==> src/rtl/vcd_pkg.sv <==
package vcd_pkg;
  localparam int unsigned VCD_WORD_W = 27;
  localparam int unsigned VCD_VID_W  = 18;
  localparam int unsigned VCD_CTL_W  = 9;
  localparam int unsigned VCD_GRP_W  = 6;
endpackage

==> src/rtl/vcd_rst_sync.sv <==
module vcd_rst_sync (
  input  logic clk_i,
  input  logic rst_ni,
  output logic rst_sync_no
);
  logic [1:0] sync_q;
  logic [1:0] sync_d;

  always_comb begin
    sync_d = {sync_q[0], 1'b1};
  end

  always_ff @(posedge clk_i or negedge rst_ni) begin
    if (!rst_ni) sync_q <= 2'b00;
    else         sync_q <= sync_d;
  end

  assign rst_sync_no = sync_q[1];
endmodule

==> src/rtl/vcd_vid_stagger.sv <==
module vcd_vid_stagger #(
  parameter int unsigned VID_W = 18,
  parameter int unsigned GRP_W = 6
) (
  input  logic             clk_i,
  input  logic             rst_ni,
  input  logic             load_i,
  input  logic [VID_W-1:0] data_i,
  output logic [VID_W-1:0] video_o
);
  localparam int unsigned NGRP = VID_W / GRP_W;

  // tap k carries the word that group k loads this cycle
  logic [NGRP-1:0]  tap_vld;
  logic [VID_W-1:0] tap_dat [NGRP];
  logic [NGRP-1:1]  dly_vld_q, dly_vld_d;
  logic [VID_W-1:0] dly_dat_q [NGRP-1:1];
  logic [VID_W-1:0] dly_dat_d [NGRP-1:1];
  logic [GRP_W-1:0] grp_q [NGRP];
  logic [GRP_W-1:0] grp_d [NGRP];

  assign tap_vld[0] = load_i;
  assign tap_dat[0] = data_i;

  genvar k;
  generate
    for (k = 1; k < NGRP; k++) begin : g_tap
      assign tap_vld[k]   = dly_vld_q[k];
      assign tap_dat[k]   = dly_dat_q[k];
      assign dly_vld_d[k] = tap_vld[k-1];
      assign dly_dat_d[k] = tap_vld[k-1] ? tap_dat[k-1] : dly_dat_q[k];
    end
    for (k = 0; k < NGRP; k++) begin : g_grp
      assign grp_d[k] = tap_vld[k] ? tap_dat[k][k*GRP_W +: GRP_W] : grp_q[k];
      assign video_o[k*GRP_W +: GRP_W] = grp_q[k];
    end
  endgenerate

  always_ff @(posedge clk_i or negedge rst_ni) begin
    if (!rst_ni) begin
      dly_vld_q <= '0;
      for (int i = 1; i < NGRP; i++) dly_dat_q[i] <= '0;
      for (int i = 0; i < NGRP; i++) grp_q[i] <= '0;
    end else begin
      dly_vld_q <= dly_vld_d;
      for (int i = 1; i < NGRP; i++) dly_dat_q[i] <= dly_dat_d[i];
      for (int i = 0; i < NGRP; i++) grp_q[i] <= grp_d[i];
    end
  end
endmodule

==> src/rtl/vcd_ctl_path.sv <==
module vcd_ctl_path #(
  parameter int unsigned CTL_W = 9
) (
  input  logic             clk_i,
  input  logic             rst_ni,
  input  logic             vld_i,
  input  logic             tag_i,
  input  logic [CTL_W-1:0] data_i,
  output logic [CTL_W-1:0] ctl_o,
  output logic             de_o
);
  logic [CTL_W-1:0] ctl_q, ctl_d;
  logic             de_q, de_d;
  logic             ctl_en;

  always_comb begin
    ctl_en = vld_i && !tag_i;
    ctl_d  = ctl_en ? data_i : ctl_q;
    de_d   = vld_i ? tag_i : de_q;
  end

  always_ff @(posedge clk_i or negedge rst_ni) begin
    if (!rst_ni) begin
      ctl_q <= '0;
      de_q  <= 1'b0;
    end else begin
      ctl_q <= ctl_d;
      de_q  <= de_d;
    end
  end

  assign ctl_o = ctl_q;
  assign de_o  = de_q;
endmodule

==> src/rtl/vcd_pad_stage.sv <==
module vcd_pad_stage #(
  parameter int unsigned VID_W = 18,
  parameter int unsigned CTL_W = 9
) (
  input  logic             clk_i,
  input  logic             blank_i,
  input  logic             oe_i,
  input  logic             rise_sel_i,
  input  logic [VID_W-1:0] vid_i,
  input  logic [CTL_W-1:0] ctl_i,
  input  logic             de_i,
  output logic [VID_W-1:0] video_o,
  output logic [CTL_W-1:0] ctl_o,
  output logic             de_o,
  output logic             pclk_o,
  output logic             pad_drive_o
);
  always_comb begin
    video_o     = blank_i ? '0 : vid_i;
    ctl_o       = blank_i ? '0 : ctl_i;
    de_o        = blank_i ? 1'b0 : de_i;
    // inverted clock puts its rising edge mid-cycle
    pclk_o      = clk_i ^ rise_sel_i;
    pad_drive_o = oe_i;
  end
endmodule

==> src/rtl/vcd_out_stage.sv <==
module vcd_out_stage
  import vcd_pkg::*;
#(
  parameter int unsigned WORD_W = VCD_WORD_W,
  parameter int unsigned VID_W  = VCD_VID_W,
  parameter int unsigned CTL_W  = VCD_CTL_W,
  parameter int unsigned GRP_W  = VCD_GRP_W
) (
  input  logic              clk_i,
  input  logic              rst_ni,
  input  logic [WORD_W-1:0] word_i,
  input  logic              de_tag_i,
  input  logic              word_vld_i,
  input  logic              oe_i,
  input  logic              rise_sel_i,
  input  logic              blank_i,
  input  logic              lock_i,
  output logic [VID_W-1:0]  video_o,
  output logic [CTL_W-1:0]  ctl_o,
  output logic              de_o,
  output logic              pclk_o,
  output logic              pad_drive_o,
  output logic              lock_o
);
  logic             rst_int_n;
  logic             vid_load;
  logic [VID_W-1:0] vid_q;
  logic [CTL_W-1:0] ctl_q;
  logic             de_q;

  assign vid_load = word_vld_i && de_tag_i;

  vcd_rst_sync u_rst (
    .clk_i       (clk_i),
    .rst_ni      (rst_ni),
    .rst_sync_no (rst_int_n)
  );

  vcd_vid_stagger #(.VID_W(VID_W), .GRP_W(GRP_W)) u_vid (
    .clk_i   (clk_i),
    .rst_ni  (rst_int_n),
    .load_i  (vid_load),
    .data_i  (word_i[VID_W-1:0]),
    .video_o (vid_q)
  );

  vcd_ctl_path #(.CTL_W(CTL_W)) u_ctl (
    .clk_i  (clk_i),
    .rst_ni (rst_int_n),
    .vld_i  (word_vld_i),
    .tag_i  (de_tag_i),
    .data_i (word_i[CTL_W-1:0]),
    .ctl_o  (ctl_q),
    .de_o   (de_q)
  );

  vcd_pad_stage #(.VID_W(VID_W), .CTL_W(CTL_W)) u_pad (
    .clk_i       (clk_i),
    .blank_i     (blank_i),
    .oe_i        (oe_i),
    .rise_sel_i  (rise_sel_i),
    .vid_i       (vid_q),
    .ctl_i       (ctl_q),
    .de_i        (de_q),
    .video_o     (video_o),
    .ctl_o       (ctl_o),
    .de_o        (de_o),
    .pclk_o      (pclk_o),
    .pad_drive_o (pad_drive_o)
  );

  assign lock_o = lock_i;
endmodule

==> config.mk <==
export PLATFORM = sky130hd
export DESIGN_NAME = vcd_out_stage
export DESIGN_NICKNAME = d
export VERILOG_FILES = /design/src/rtl/vcd_pkg.sv /design/src/rtl/vcd_rst_sync.sv /design/src/rtl/vcd_vid_stagger.sv /design/src/rtl/vcd_ctl_path.sv /design/src/rtl/vcd_pad_stage.sv /design/src/rtl/vcd_out_stage.sv
export SDC_FILE = /design/constraint.sdc
export NUM_CORES = 1
export LEC_CHECK = 0
export BUFFER_PORTS_ARGS = -buffer_cell sky130_fd_sc_hd__buf_2
export CORE_MARGIN = 5
export CORE_UTILIZATION = 54
export CTS_CLUSTER_DIAMETER = 200
export DETAILED_ROUTE_END_ITERATION = 16
export PLACE_DENSITY = 0.93
export SLEW_MARGIN = 0
export SYNTH_ARGS = -nofsm -noshare
export SYNTH_HDL_FRONTEND = slang
export SYNTH_SLANG_ARGS = --single-unit
export TNS_END_PERCENT = 5
==> constraint.sdc <==
create_clock -name clk_i -period 2.3 [get_ports clk_i]
set_clock_uncertainty 0.05 [all_clocks]
set_input_delay 0.46 -clock clk_i [delete_from_list [all_inputs] [get_ports clk_i]]
set_output_delay 0.46 -clock clk_i [all_outputs]
set_load 0.02 [all_outputs]
After elaboration in Yosys (flattened, before gate mapping)
Index checks and enable logic that the tools add are counted.
{"block": "word_totals", "regBits": 68, "inputBits": 35, "wordCells": 16}
{"block": "op_classes", "muxes": 3, "n_bitwise": 1, "reduce_logical": 3}
{"op": "two-way mux 18 bit", "count": 1}
{"op": "two-way mux 9 bit", "count": 1}
{"op": "logical AND 1 bit", "count": 2}
{"op": "zero test 1 bit", "count": 1}
{"op": "two-way mux 1 bit", "count": 1}
{"op": "bitwise XOR 1 bit", "count": 1}

Logic depth before layout (Yosys ltp)
{"block": "depth", "ltp_word": 2, "depth_mapped": 3}

Hierarchy
From an unflattened synthesis, not the netlist that was laid out.
{"block": "hier_totals", "cells_unflattened": 149, "hier_area_um2": 2259.7}
{"mod": "vcd_vid_stagger", "instances": 1, "cells_each": 90, "area_per_inst_um2": 1527.7, "seq_area_each_um2": 950.9}
{"mod": "vcd_ctl_path", "instances": 1, "cells_each": 22, "area_per_inst_um2": 430.4, "seq_area_each_um2": 250.2}
{"mod": "vcd_pad_stage", "instances": 1, "cells_each": 32, "area_per_inst_um2": 234.0, "seq_area_each_um2": 0.0}
{"mod": "vcd_rst_sync", "instances": 1, "cells_each": 3, "area_per_inst_um2": 53.8, "seq_area_each_um2": 50.0}
{"mod": "vcd_out_stage", "instances": 1, "cells_each": 2, "area_per_inst_um2": 13.8, "seq_area_each_um2": 0.0}

==> metrics.txt <==
status finished clean; Yosys top cell area share 60.24%; largest cells by area after synthesis dfrtp_1 (60%), mux2_2 (15%), and2b_1 (7.2%); crit-path max FO 2; first-pass GRT wire length between 5000 and 6000 um; grt total ovfl 0; cell taking the most area after synthesis dfrtp_1; die area 5187 um^2; max_cap viols 0; DRT Wirelength ~3500 um; FP Rows 22; CP endpoint kind primary output; net count of the finished layout 232; Post-Syn Instances 139; vias in the first global route 1243; Post-Syn Nets around 170; Post-Synth XOR/XNOR Area less than 1%; post-CTS setup buffers 0; #FFs+latches synth 50; post-route worst setup slack 0.1252 ns; commonest cells after routing, fill and taps aside buf_2 (52), dfrtp_1 (49), mux2_2 (27), and2b_1 (20), mux2_1 (10); Routability Congestion 0.6566; EDFF count, synth 0; drt pass-1 iters 2; RSZ-0062 raised after global routing false; die width 72.02 um; max_slew headroom 65.40%; TNS Setup 0 ns; die height 72.02 um; Total GRT Usage 15.29%; worst hold path class register to asynchronous set/reset pin; final hold vios 0; DRC 0; Setup crit start kind clock port; initial antenna violation count 0; CTS Hold Bufs 1; Pwr Density ~920 nW/um^2; # setup viols final 0; DP HPWL between 2000 and 3000 um; wire per inst approximately 14 um; FILL cells 291; Peak VDD IR approximately 0.72 mV; fraction of the mapped netlist area in simple logic gates approximately 10%; Vias/cell 4.919; pre-CTS setup slack 0.3733 ns; via count 1210; Synth Flop Type dfrtp_1; maximum number of pins on one net before global-route repair 29; P&R area growth vs syn 21.81%; Crit path required time ~1.8 ns; IO Count 66; critical path class clock port to primary output; Synth Cell Area 2077 um^2; initial DRC count 59; sequential share of the synthesized area 60.24%; share of cells above drive strength 1 roughly half; Clk pin slew, worst setup/hold paths 0.08 ns; YS warnings 0; syn avg cell area about 15 um^2; TritonCTS clock tree done; initial core utilization 56.31%; largest family of logic cells by synthesized area multiplexers; leakage 1.283 nW; worst-margin pin slew 0.5190 ns; IO buf count 52; Skew-Pair Late Insertion Delay 0.40 ns; Core Area 3689 um^2; Antenna Cells 0; Synth Area in Adders 0%; Synth cell types 16; critical path arrival 1.66 ns; Compound-Gate Fraction of Synth Area 0.2410%; Synth async-reset ratio 100.0%; most common cell after layout, fill and taps aside buf_2; PostCTS Resize Cnt 0; Slew Limit Fails 0; post-route antenna net violation count 0; mux share of post-synthesis cell area 25.84%
## registers in the layout, summed over array words and instances (netlist names)
| signal | flops |
|---|---|
| u_vid.video_o | 11 |
| u_rst.sync_q | 2 |
| u_ctl.de_o | 1 |
| u_ctl.ctl_o | 9 |
| u_vid.dly_vld_q | 2 |
| u_vid.dly_dat_q | 25 |
## cell usage after synthesis, types with 2 or more instances
cell type / n
and2b_1: 20
buf_2: 3
buf_4: 3
clkbuf_1: 2
dfrtp_1: 50
inv_1: 2
mux2_1: 10
mux2_2: 27
mux2_4: 8
nor2b_1: 8
## critical path, cell delays in order
cell and delay (ns):
clkbuf_8 0.11, clkbuf_8 0.12, xor2_1 0.11, buf_2 0.18
## cells by family after synthesis
kind of cell	Yosys count
buffers and inverters	11
AO/OA/AOI/OAI	1
XOR/XNOR	1
flip-flops	50
other	1
multiplexers	45
AND/OR/NAND/NOR	30
## metrics by stage
stage          cell area [um^2]  utilization [%]  hold slack (ns)  cells  power [mW]
2_1_floorplan              2077                -           0.1144    139       1.469
3_3_place_gp               2372            64.31           0.1598    234       1.598
3_5_place_dp               2372            64.31           0.1594    234       1.621
4_1_cts                    2530            68.59           0.1678    246       2.353
5_1_grt                    2530            68.59           0.1938    246       2.457
6_report                   2530            68.59           0.1518    246       2.315
## power by group
part,total (mW),internal [mW],switching [mW]
clock network,0.773,0.456,0.317
logic,0.419,0.227,0.191
registers,1.12,1.04,0.0845
total,2.32,1.72,0.593
## metal layers
metal | routed length [um] | track usage (%)
met4 | 85 | 9.603
met2 | 1818 | 25.10
met3 | 203 | 6.094
met5 | 0 | 0
met1 | 1390 | 16.45
## layout make-up
class	instances	area (um^2)	share of cell area, %
repair buffers	56	295.3	11.67
clock buffers	11	122.6	4.847
flip-flops and latches	50	1252	49.51
well taps	48	60.06	2.374
inverters	2	7.507	0.2967
multi-input cells	78	762.0	30.12
clock inverters	1	30.03	1.187
## final timing paths
| check | start | slack, ns | cells after the start | endpoint |
|---|---|---|---|---|
| worst min register to register | u_rst.sync_q[1] | 0.15 | 0 | u_vid.dly_dat_q[11] |
| worst min-delay path | u_rst.sync_q[1] | 0.15 | 0 | u_vid.dly_dat_q[11] |
| worst max register to register | u_vid.dly_vld_q[1] | 1.06 | 1 | u_vid.dly_dat_q[31] |
| min in group clk_i | word_vld_i | 0.23 | 2 | u_ctl.de_o |
| max in group asynchronous | u_rst.sync_q[1] | 1.46 | 1 | u_vid.dly_dat_q[30] |
| worst max-delay path | clk_i | 0.13 | 4 | pclk_o |
Power figures use the tool's default switching activity.
